[src/rtl/tsel_pkg.sv]
package tsel_pkg;
    localparam int ACT_KEEP  = 0;
    localparam int ACT_SKIP  = 1;
    localparam int ACT_DRAIN = 2;
    localparam int N_ACT     = 3;

    typedef enum logic {
        PH_HEAD = 1'b0,
        PH_BODY = 1'b1
    } phase_t;
endpackage

[src/rtl/tsel_sched.sv]
module tsel_sched
    import tsel_pkg::*;
#(
    parameter int KIND_W   = 8,
    parameter int FWD_KIND = 1
) (
    input  logic              rst_n,
    input  phase_t            phase,
    input  logic              kind_valid,
    input  logic [KIND_W-1:0] kind_data,
    input  logic              val_valid,
    input  logic              out_ready,
    output logic [N_ACT-1:0]  go
);
    localparam logic [KIND_W-1:0] FWD_CODE = KIND_W'(FWD_KIND);

    logic at_head;
    logic kind_match;
    logic both_in;

    always_comb begin
        at_head    = (phase == PH_HEAD);
        kind_match = (kind_data == FWD_CODE);
        both_in    = kind_valid && val_valid;
    end

    always_comb begin
        go = '0;
        if (rst_n) begin
            unique case (phase)
                PH_HEAD: begin
                    if (both_in && kind_match && out_ready)
                        go[ACT_KEEP] = 1'b1;
                    else if (both_in && !kind_match)
                        go[ACT_SKIP] = 1'b1;
                end
                PH_BODY: begin
                    if (val_valid)
                        go[ACT_DRAIN] = 1'b1;
                end
                default: go = '0;
            endcase
        end
    end
endmodule

[src/rtl/tsel_actions.sv]
module tsel_actions
    import tsel_pkg::*;
#(
    parameter int DATA_W = 16
) (
    input  logic [N_ACT-1:0]  go,
    input  logic              kind_valid,
    input  logic              val_valid,
    input  logic [DATA_W-1:0] val_data,
    input  logic              out_ready,
    output logic              kind_ready,
    output logic              val_ready,
    output logic              out_valid,
    output logic [DATA_W-1:0] out_data,
    output logic [N_ACT-1:0]  done
);
    always_comb begin
        kind_ready = go[ACT_KEEP] || go[ACT_SKIP];
        val_ready  = |go;
        out_valid  = go[ACT_KEEP];
        out_data   = val_data;
    end

    always_comb begin
        done[ACT_KEEP]  = go[ACT_KEEP] && kind_valid && val_valid && out_ready;
        done[ACT_SKIP]  = go[ACT_SKIP] && kind_valid && val_valid;
        done[ACT_DRAIN] = go[ACT_DRAIN] && val_valid;
    end
endmodule

[src/rtl/tsel_pos.sv]
module tsel_pos
    import tsel_pkg::*;
#(
    parameter int BLOCK_LEN = 64,
    parameter int CNT_W     = $clog2(BLOCK_LEN)
) (
    input  logic             clk,
    input  logic             rst_n,
    input  logic [N_ACT-1:0] done,
    output phase_t           phase,
    output logic [CNT_W-1:0] count
);
    localparam logic [CNT_W-1:0] LAST = CNT_W'(BLOCK_LEN - 1);

    phase_t           phase_nx;
    logic [CNT_W-1:0] count_nx;

    always_ff @(posedge clk) begin
        if (!rst_n) begin
            phase <= PH_HEAD;
            count <= '0;
        end else begin
            phase <= phase_nx;
            count <= count_nx;
        end
    end

    always_comb begin
        phase_nx = phase;
        count_nx = count;
        unique case (phase)
            PH_HEAD: begin
                if (done[ACT_KEEP] || done[ACT_SKIP]) begin
                    phase_nx = PH_BODY;
                    count_nx = CNT_W'(1);
                end
            end
            PH_BODY: begin
                if (done[ACT_DRAIN]) begin
                    if (count == LAST) begin
                        phase_nx = PH_HEAD;
                        count_nx = '0;
                    end else begin
                        count_nx = count + CNT_W'(1);
                    end
                end
            end
            default: begin
                phase_nx = PH_HEAD;
                count_nx = '0;
            end
        endcase
    end
endmodule

[src/rtl/tsel_top.sv]
module tsel_top
    import tsel_pkg::*;
#(
    parameter int KIND_W    = 8,
    parameter int DATA_W    = 16,
    parameter int BLOCK_LEN = 64,
    parameter int FWD_KIND  = 1
) (
    input  logic              clk,
    input  logic              rst_n,
    input  logic              kind_valid,
    output logic              kind_ready,
    input  logic [KIND_W-1:0] kind_data,
    input  logic              val_valid,
    output logic              val_ready,
    input  logic [DATA_W-1:0] val_data,
    output logic              out_valid,
    input  logic              out_ready,
    output logic [DATA_W-1:0] out_data
);
    localparam int CNT_W = $clog2(BLOCK_LEN);

    phase_t           phase;
    logic [CNT_W-1:0] count;
    logic [N_ACT-1:0] go;
    logic [N_ACT-1:0] done;

    tsel_sched #(.KIND_W(KIND_W), .FWD_KIND(FWD_KIND)) u_sched (
        .rst_n      (rst_n),
        .phase      (phase),
        .kind_valid (kind_valid),
        .kind_data  (kind_data),
        .val_valid  (val_valid),
        .out_ready  (out_ready),
        .go         (go)
    );

    tsel_actions #(.DATA_W(DATA_W)) u_act (
        .go         (go),
        .kind_valid (kind_valid),
        .val_valid  (val_valid),
        .val_data   (val_data),
        .out_ready  (out_ready),
        .kind_ready (kind_ready),
        .val_ready  (val_ready),
        .out_valid  (out_valid),
        .out_data   (out_data),
        .done       (done)
    );

    tsel_pos #(.BLOCK_LEN(BLOCK_LEN), .CNT_W(CNT_W)) u_pos (
        .clk   (clk),
        .rst_n (rst_n),
        .done  (done),
        .phase (phase),
        .count (count)
    );
endmodule

[config.mk]
export PLATFORM = sky130hd
export DESIGN_NAME = tsel_top
export DESIGN_NICKNAME = d
export VERILOG_FILES = /design/src/rtl/tsel_pkg.sv /design/src/rtl/tsel_sched.sv /design/src/rtl/tsel_actions.sv /design/src/rtl/tsel_pos.sv /design/src/rtl/tsel_top.sv
export SDC_FILE = /design/constraint.sdc
export NUM_CORES = 1
export LEC_CHECK = 0
export ABC_AREA = 1
export BUFFER_PORTS_ARGS = -buffer_cell sky130_fd_sc_hd__buf_2
export CAP_MARGIN = 20
export CORE_MARGIN = 1
export CORE_UTILIZATION = 39
export DETAILED_ROUTE_END_ITERATION = 16
export GPL_TIMING_DRIVEN = 0
export PLACE_DENSITY = 0.77
export SLEW_MARGIN = 20
export SYNTH_ARGS = -nofsm -noshare
export SYNTH_HDL_FRONTEND = slang
export SYNTH_SLANG_ARGS = --single-unit
[constraint.sdc]
create_clock -name clk -period 1.5 [get_ports clk]
set_input_delay 0.075 -clock clk [delete_from_list [all_inputs] [get_ports clk]]
set_output_delay 0.075 -clock clk [all_outputs]
set_load 0.01 [all_outputs]
==> impl_metrics.env, run 1 <==
export IMPL_synth_cells=107
export IMPL_seq_area_frac_synth_pct=21.13
export IMPL_worstPathCellList="inv_2 -> nand4_2 -> inv_2 -> nand2_4 -> nand3_4 -> buf_2"
export IMPL_clk_pin_slew_worst_paths_ns=0.05
export IMPL_ys_top_cells_by_count="25 x nand2_1, 20 x inv_1, 17 x buf_4"
export IMPL_clk_path_buf_depth=2
export IMPL_routed_wl_mm=1.434
export IMPL_cpMaxStageDelayCell="dfxtp_1"
export IMPL_yosysWarnings=0
export IMPL_hold_path_class="in -> reg"
export IMPL_insertion_delay_ns=0.26
export IMPL_cts_root_buf="clkbuf_4"
export IMPL_crit_family="flip-flops"
export IMPL_gp_congestion=0.9220
export IMPL_synth_net_count=137
export IMPL_cellPowerDensity_nw_per_um2=649.7
export IMPL_drive_gt1_share_pct=40.43
export IMPL_final_cells=157
export IMPL_grt_pass1_vias=580
export IMPL_arrival_ns=1.35
export IMPL_yosysTopAreaCell="dfxtp_1"
export IMPL_cellLeakagePower_uw=0.0005606
export IMPL_synth_seq_cells=7
export IMPL_dp_hpwl_mm=1.159
export IMPL_yosysUniqueCellTypes=15
export IMPL_crit_path_start="u_pos.phase"
export IMPL_grt_first_pass_wirelength_mm=2.304
export IMPL_crit_buf_inv=3
export IMPL_synth_ff_type="dfxtp_1"
export IMPL_hold_violations=0
export IMPL_peakVddDrop_v=0.0003965
export IMPL_synth_area_per_cell_sq_um=6.198
export IMPL_slowest_delay_ns=0.48
export IMPL_fillers=157
export IMPL_syn_cell_area_sq_um=663.1
export IMPL_drv_cap=0
export IMPL_tns_ns=0
export IMPL_cts_htree_levels=1
export IMPL_async_flop_share_pct=0
export IMPL_worst_pin_slew_ns=0.2834
export IMPL_cp_required_ns=1.42
export IMPL_critPathKind="reg -> out"
export IMPL_cp_end_kind="primary output"
export IMPL_io_buffers=30
export IMPL_synth_edff_count=0
export IMPL_maxSlewViolCount=0
export IMPL_synthToLayoutAreaGrowth_pct=30.38
export IMPL_nets=172
export IMPL_vias=724
export IMPL_place_inst=153
export IMPL_reg2reg_depth=8
export IMPL_die_h_microns=43.24
export IMPL_synth_top_area_share_pct=21.13
export IMPL_grt_max_degree=10
export IMPL_max_freq_mhz=704.2
export IMPL_start_kind="register"
export IMPL_die_width_microns=43.24
export IMPL_status="completed"
export IMPL_diodes=0
export IMPL_path_depth=6
export IMPL_fin_skew_ns=0.002302
export IMPL_initial_utilization_pct=43.02
export IMPL_cts_tree="done"
export IMPL_relSlewSlack_pct=81.08
export IMPL_postLayoutCoreUtil_pct=56.09
export IMPL_final_setup_viol_count=0
export IMPL_rsz0062_at_grt="false"
export IMPL_drc=0
export IMPL_viasPerCell=4.611
export IMPL_synth_area_top_cells="dfxtp_1 21%, buf_4 19%, nand2_1 14%"
export IMPL_worstSetupEndpoint="val_ready"
export IMPL_antenna_found_initial=0
export IMPL_drt_pass1_iter_count=4
export IMPL_r2r_end="u_pos.count[5]"
export IMPL_rows=14
export IMPL_grt_overflow_total=0
export IMPL_yosysMostFrequentCell="nand2_1"
export IMPL_cts_sinks=7
export IMPL_path_common_cell="inv_2"
export IMPL_r2r_start="u_pos.count[0]"
export IMPL_cts_buffers=3
export IMPL_drt_first_iter_violations=14
export IMPL_ff2ff_setup_slack_ns=0.19
export IMPL_track_usage_pct=16.29
export IMPL_antenna_left=0
export IMPL_fin_crit_ns=1.420
export IMPL_drt_wirelength_per_cell_microns=9.134
export IMPL_post_route_period_util_pct=94.68
export IMPL_fp_coreArea_sq_um=1541
export IMPL_whs_path_depth=3
export IMPL_dieArea_sq_um=1869
export IMPL_hold_worst_slack_ns=0.1079
export IMPL_path_max_fanout=7
export IMPL_ioPinCount=48
==> flip-flops by register name, indices dropped and copies added (netlist names) <==
| signal | cells |
|---|---|
| u_pos.count | 6 |
| u_pos.phase | 1 |
==> final cells by class <==
cell class | count | area, sq um | share of cell area (%)
multi-input combinational | 61 | 317.8 | 36.76
timing repair buffer | 30 | 150.1 | 17.37
sequential | 7 | 140.1 | 16.21
buffer | 17 | 127.6 | 14.76
inverter | 22 | 82.58 | 9.551
clock buffer | 4 | 26.28 | 3.039
tap | 16 | 20.02 | 2.315
==> per-layer routing <==
layer	wire length [microns]	part of all wire, %	up-vias	track usage, %
li1	-	-	383	-
met1	595	41	295	19.54
met2	644	45	42	27.16
met3	165	12	4	3.830
met4	29	2.0	0	7.273
met5	0	0	-	0
==> cell usage in the layout, fill, tap and decap left out, drive strengths merged <==
master,count
o21ai,1
nand2,27
dfxtp,7
nor3,1
ha,1
buf,47
nor2,11
inv,22
o21bai,2
nand3,11
nand4,7
clkbuf,4
==> worst min path at each step <==
stage / slack, ns / from / to
4_1_cts: 0.11 / rst_n / u_pos.count[5]
5_1_grt: 0.12 / rst_n / u_pos.count[5]
2_1_floorplan: 0.24 / val_data[0] / out_data[0]
3_3_place_gp: 0.33 / val_data[0] / out_data[0]
3_5_place_dp: 0.33 / val_data[6] / out_data[6]
6_report: 0.11 / rst_n / u_pos.count[5]
==> tightest hold or removal path, cell delays in order <==
cell	delay, ns
buf_4	0.15
nand2_1	0.07
nor2_1	0.03
==> timing repair <==
item,4_1_cts,5_1_grt
hold buffers,0,0
setup endpoints to repair,0,1
setup buffers,0,0
gates resized for setup,0,1
endpoints found under the hold margin,0,0
==> stage by stage <==
| step | power, uW | area (sq um) | setup slack [ns] |
|---|---|---|---|
| 5_1_grt | 595.2 | 864.6 | 0.01233 |
| 2_1_floorplan | 331.3 | 663.1 | 0.3569 |
| 6_report | 561.7 | 864.6 | 0.07987 |
| 4_1_cts | 560.0 | 859.6 | 0.04226 |
| 3_5_place_dp | 386.6 | 833.3 | 0.2024 |
| 3_3_place_gp | 382.6 | 833.3 | 0.2359 |
==> report_power, final <==
part	switching (uW)	internal, uW
Combinational	78.8	84.1
Clock	76.4	102
Sequential	19.7	201
Total	175	387
==> kinds of logic after synthesis <==
logic type | Yosys count | synth area share [%]
adder cells (fa/ha/maj) | 1 | 1.886
buffers and inverters | 39 | 31.70
AND/OR/NAND/NOR | 57 | 42.26
flip-flops | 7 | 21.13
AO/OA/AOI/OAI | 3 | 3.017
No activity file was read; power rests on OpenSTA's default activity.
==> run 2, diff against run 1 <==
CELL_PAD_IN_SITES_DETAIL_PLACEMENT = 0   (was not set)
CELL_PAD_IN_SITES_GLOBAL_PLACEMENT = 1   (was not set)
CORE_UTILIZATION = 25   (was 39)
PLACE_DENSITY = not set   (was 0.77)
PLACE_DENSITY_LB_ADDON = 0.1   (was not set)
==> impl_metrics.env, run 2 (synthesized netlist as in run 1, its figures left out) <==
export IMPL_worst_pin_slew_ns=0.2656
export IMPL_fillers=295
export IMPL_hold_violations=0
export IMPL_io_buffers=30
export IMPL_cts_tree="done"
export IMPL_track_usage_pct=13.27
export IMPL_cp_end_kind="register"
export IMPL_dieArea_sq_um=2862
export IMPL_fin_crit_ns=1.355
export IMPL_multiInputGateArea_sq_um=317.8
export IMPL_grt_overflow_total=0
export IMPL_clk_pin_slew_worst_paths_ns=0.06
export IMPL_hold_end="u_pos.count[3]"
export IMPL_whs_path_depth=3
export IMPL_post_route_period_util_pct=90.34
export IMPL_drt_first_iter_violations=11
export IMPL_ioPinCount=48
export IMPL_final_cells=171
export IMPL_place_inst=167
export IMPL_routed_wl_mm=1.496
export IMPL_antenna_found_initial=0
export IMPL_cp_required_ns=1.65
export IMPL_die_width_microns=53.50
export IMPL_diodes=0
export IMPL_drv_cap=0
export IMPL_place_ws_ns=0.1745
export IMPL_viasPerCell=4.240
export IMPL_start_kind="register"
export IMPL_arrival_ns=1.50
export IMPL_register_area_sq_um=141.4
export IMPL_final_setup_viol_count=0
export IMPL_final_cell_mix="30 x buf_2, 25 x nand2_1, 20 x inv_1"
export IMPL_regMostFlops="u_pos.count"
export IMPL_grt_first_pass_wirelength_mm=2.711
export IMPL_ff2ff_setup_slack_ns=0.14
export IMPL_relSlewSlack_pct=82.27
export IMPL_critPathKind="reg -> reg"
export IMPL_layout_commonest_cell="buf_2"
export IMPL_drive_gt1_share_pct=41.13
export IMPL_drc=0
export IMPL_antenna_left=0
export IMPL_largestRegisters="u_pos.count: 6 flops, u_pos.phase: 1 flops"
export IMPL_fin_skew_ns=0.003106
export IMPL_initial_utilization_pct=26.53
export IMPL_postLayoutCellArea_sq_um=883.3
export IMPL_cts_root_buf="clkbuf_4"
export IMPL_dp_hpwl_mm=1.219
export IMPL_drt_wirelength_per_cell_microns=8.749
export IMPL_cellPowerDensity_nw_per_um2=632.7
export IMPL_maxSlewViolCount=0
export IMPL_cts_sinks=7
export IMPL_tns_ns=0
export IMPL_vias=725
export IMPL_rsz0062_at_grt="false"
export IMPL_nets=172
export IMPL_insertion_delay_ns=0.25
export IMPL_cellLeakagePower_uw=0.0005609
export IMPL_largest_reg_flops=6
export IMPL_postLayoutCoreUtil_pct=35.34
export IMPL_status="completed"
export IMPL_setup_ws_ns=0.1448
export IMPL_r2r_start="u_pos.count[0]"
export IMPL_hold_path_class="in -> reg"
export IMPL_cts_buffers=3
export IMPL_grt_max_degree=10
export IMPL_cts_htree_levels=1
export IMPL_postCtsSetupBuffers=0
export IMPL_reg2reg_depth=8
export IMPL_die_h_microns=53.50
export IMPL_max_freq_mhz=737.9
export IMPL_min_delay_start="rst_n"
export IMPL_grt_pass1_vias=660
export IMPL_clk_path_buf_depth=2
export IMPL_r2r_end="u_pos.count[5]"
export IMPL_synthToLayoutAreaGrowth_pct=33.21
export IMPL_gp_congestion=0.7581
export IMPL_peakVddDrop_v=0.0005121
export IMPL_drt_pass1_iter_count=4
export IMPL_path_max_fanout=7
export IMPL_place_area_sq_um=850.8
export IMPL_fp_coreArea_sq_um=2500
export IMPL_rows=18
-- run 2: cell counts in the layout (fill, tap and decap cells not counted) --
Identical to the previous run, type by type.
-- run 2: timing repair --
action,4_1_cts,5_1_grt
resized for setup,1,1
setup endpoints to repair,1,1
gates cloned,0,0
hold buffers,0,0
-- run 2: metal layers --
layer	up-vias	share of wire (%)	track usage, %
met5	-	0	0
met4	0	0	3.509
met3	0	8.2	5.460
li1	383	-	-
met1	311	43	14.04
met2	31	49	23.96
-- run 2: how the worst max path moves through the flow --
| stage | from | endpoint | slack [ns] | depth (start not counted) |
|---|---|---|---|---|
| 2_1_floorplan | u_pos.count[0] | u_pos.count[5] | 0.36 | 8 |
| 3_3_place_gp | u_pos.count[0] | u_pos.count[5] | 0.18 | 8 |
| 3_5_place_dp | u_pos.count[0] | u_pos.count[5] | 0.17 | 8 |
| 4_1_cts | u_pos.phase | val_ready | 0.04 | 6 |
| 5_1_grt | u_pos.count[0] | u_pos.count[3] | 0.03 | 8 |
| 6_report | u_pos.count[0] | u_pos.count[5] | 0.14 | 8 |
-- run 2: per-stage QoR --
| stage | hold WS (ns) | total power, uW |
|---|---|---|
| 5_1_grt | 0.1272 | 608.3 |
| 3_3_place_gp | 0.3344 | 388.3 |
| 6_report | 0.1194 | 558.9 |
| 2_1_floorplan | 0.2418 | 331.3 |
| 4_1_cts | 0.1091 | 569.0 |
| 3_5_place_dp | 0.3331 | 388.4 |
-- run 2: area by class of cell --
cell class / count / area share [%]
tap: 30 / 4.249
multi-input combinational: 61 / 35.98
timing repair buffer: 30 / 17.00
sequential: 7 / 16.01
clock buffer: 4 / 2.975
buffer: 17 / 14.45
inverter: 22 / 9.348
-- run 2: critical path, stage by stage, from the launching register on --
cell,delay [ns]
dfxtp_1,0.47
ha_1,0.25
nand3_1,0.14
nor2_1,0.12
nor2_1,0.07
nand3_1,0.08
nand2_1,0.05
inv_1,0.05
nor2_1,0.04
-- run 2: power by group --
group	switching, uW	internal (uW)	leakage (uW)
Sequential	21.1	201	0.0000577
Combinational	78.4	84.0	0.000488
Clock	72.6	102	0.0000150
Total	172	387	0.000561
==> run 3, diff against run 2 <==
CORE_UTILIZATION = 22   (was 25)
clock period = 1.2 ns   (was 1.5 ns; I/O delays follow)
==> impl_metrics.env, run 3 (synthesized netlist as in run 1, its figures left out) <==
export IMPL_vias=767
export IMPL_clk_path_buf_depth=2
export IMPL_rows=19
export IMPL_grt_overflow_total=0
export IMPL_grt_pass1_vias=664
export IMPL_track_usage_pct=11.48
export IMPL_rsz0062_at_grt="true"
export IMPL_largest_reg_flops=6
export IMPL_drv_cap=0
export IMPL_hold_violations=0
export IMPL_nets=183
export IMPL_cts_htree_levels=1
export IMPL_cellLeakagePower_uw=0.0006119
export IMPL_drt_first_iter_violations=27
export IMPL_antenna_left=0
export IMPL_r2r_start="u_pos.phase"
export IMPL_relSlewSlack_pct=84.43
export IMPL_post_route_period_util_pct=99.78
export IMPL_status="finished with violations"
export IMPL_die_h_microns=56.90
export IMPL_insertion_delay_ns=0.25
export IMPL_grt_first_pass_wirelength_mm=2.877
export IMPL_antenna_found_initial=0
export IMPL_fillers=320
export IMPL_r2r_end="u_pos.count[1]"
export IMPL_whs_path_depth=3
export IMPL_arrival_ns=1.14
export IMPL_worst_pin_slew_ns=0.2333
export IMPL_initial_utilization_pct=23.64
export IMPL_grt_max_degree=10
export IMPL_routed_wl_mm=1.789
export IMPL_synthToLayoutAreaGrowth_pct=56.79
export IMPL_critPathKind="reg -> out"
export IMPL_cts_root_buf="clkbuf_4"
export IMPL_dp_hpwl_mm=1.316
export IMPL_reg2reg_depth=7
export IMPL_max_freq_mhz=835.2
export IMPL_regMostFlops="u_pos.count"
export IMPL_path_max_fanout=4
export IMPL_final_cell_mix="29 x buf_2, 27 x buf_4, 25 x nand2_1"
export IMPL_die_width_microns=56.90
export IMPL_cts_tree="done"
export IMPL_hold_buffers=0
export IMPL_hold_end="u_pos.count[5]"
export IMPL_gp_congestion=0.7090
export IMPL_diodes=0
export IMPL_largestRegisters="u_pos.count: 6 flops, u_pos.phase: 1 flops"
export IMPL_clk_pin_slew_worst_paths_ns=0.06
export IMPL_cellPowerDensity_nw_per_um2=723.5
export IMPL_postLayoutCoreUtil_pct=37.07
export IMPL_fin_skew_ns=0.005523
export IMPL_drive_gt1_share_pct=50.00
export IMPL_drt_pass1_iter_count=10
export IMPL_layout_commonest_cell="buf_2"
export IMPL_crit_path_start="u_pos.phase"
export IMPL_viasPerCell=4.191
export IMPL_fp_coreArea_sq_um=2805
export IMPL_final_setup_viol_count=0
export IMPL_hold_path_class="in -> reg"
export IMPL_peakVddDrop_v=0.0005022
export IMPL_start_kind="register"
export IMPL_fin_crit_ns=1.197
export IMPL_ff2ff_setup_slack_ns=0.03
export IMPL_dieArea_sq_um=3238
export IMPL_maxSlewViolCount=0
export IMPL_ioPinCount=48
export IMPL_min_delay_start="rst_n"
export IMPL_cts_sinks=7
export IMPL_cp_required_ns=1.14
export IMPL_cts_buffers=3
export IMPL_drt_wirelength_per_cell_microns=9.776
export IMPL_cp_end_kind="primary output"
export IMPL_tns_ns=0
export IMPL_io_buffers=30
export IMPL_violations="design-rule violations"
export IMPL_drc=14
-- run 3: cell types whose count changed in the layout (fill, tap and decap cells not counted), sizes merged --
cell,delta
buf,+11
-- run 3: layer usage --
layer	share of wire, %	wire length [microns]	vias up	GRT usage [%]
met5	0	0	-	0
met4	0	0	0	2.091
met3	11	189	0	3.687
met2	46	826	39	20.84
met1	43	773	323	13.19
li1	-	-	405	-
-- run 3: how the worst max path moves through the flow --
stage                      to  cells past startpoint
2_1_floorplan  u_pos.count[5]                      8
3_3_place_gp   u_pos.count[5]                      8
3_5_place_dp   u_pos.count[5]                      5
4_1_cts             out_valid                      6
5_1_grt             out_valid                      6
6_report            out_valid                      6
-- run 3: where the power goes --
part | switching, uW | leakage, uW | internal (uW)
Clock | 90.2 | 0.0000150 | 127
Sequential | 25.3 | 0.0000592 | 251
Combinational | 118 | 0.000538 | 141
-- run 3: worst max-delay path, stage by stage, from the launching register on --
cell and delay [ns]:
dfxtp_4 0.36, inv_4 0.06, nand4_4 0.09, inv_4 0.10, nand2_4 0.07, nor2_2 0.07
buf_2 0.13
-- run 3: final cells by class --
type | instances | area, sq um | area share (%)
buffer | 17 | 127.6 | 12.27
clock buffer | 4 | 26.28 | 2.527
inverter | 22 | 87.58 | 8.424
multi-input combinational | 61 | 367.9 | 35.38
sequential | 7 | 148.9 | 14.32
tap | 31 | 38.79 | 3.730
timing repair buffer | 41 | 242.7 | 23.35
-- run 3: stage by stage --
step | setup slack, ns | cell area [sq um] | total power (uW) | cells | hold WS (ns)
finish | 0.002656 | 1040 | 752.3 | 183 | 0.1184
floorplan | 0.05686 | 663.1 | 414.1 | 107 | 0.2118
global placement | -0.1165 | 852.1 | 486.0 | 168 | 0.3049
global route | -0.07931 | 1040 | 815.3 | 183 | 0.1269
detailed placement | -0.1229 | 852.1 | 487.3 | 168 | 0.3031
CTS | -0.02558 | 969.7 | 747.8 | 176 | 0.1074
-- run 3: repair_timing --
action                     in CTS  in global routing
pin swaps                       3                  5
resized for setup              14                  5
buffers inserted                4                  7
setup endpoints to repair      10                  8
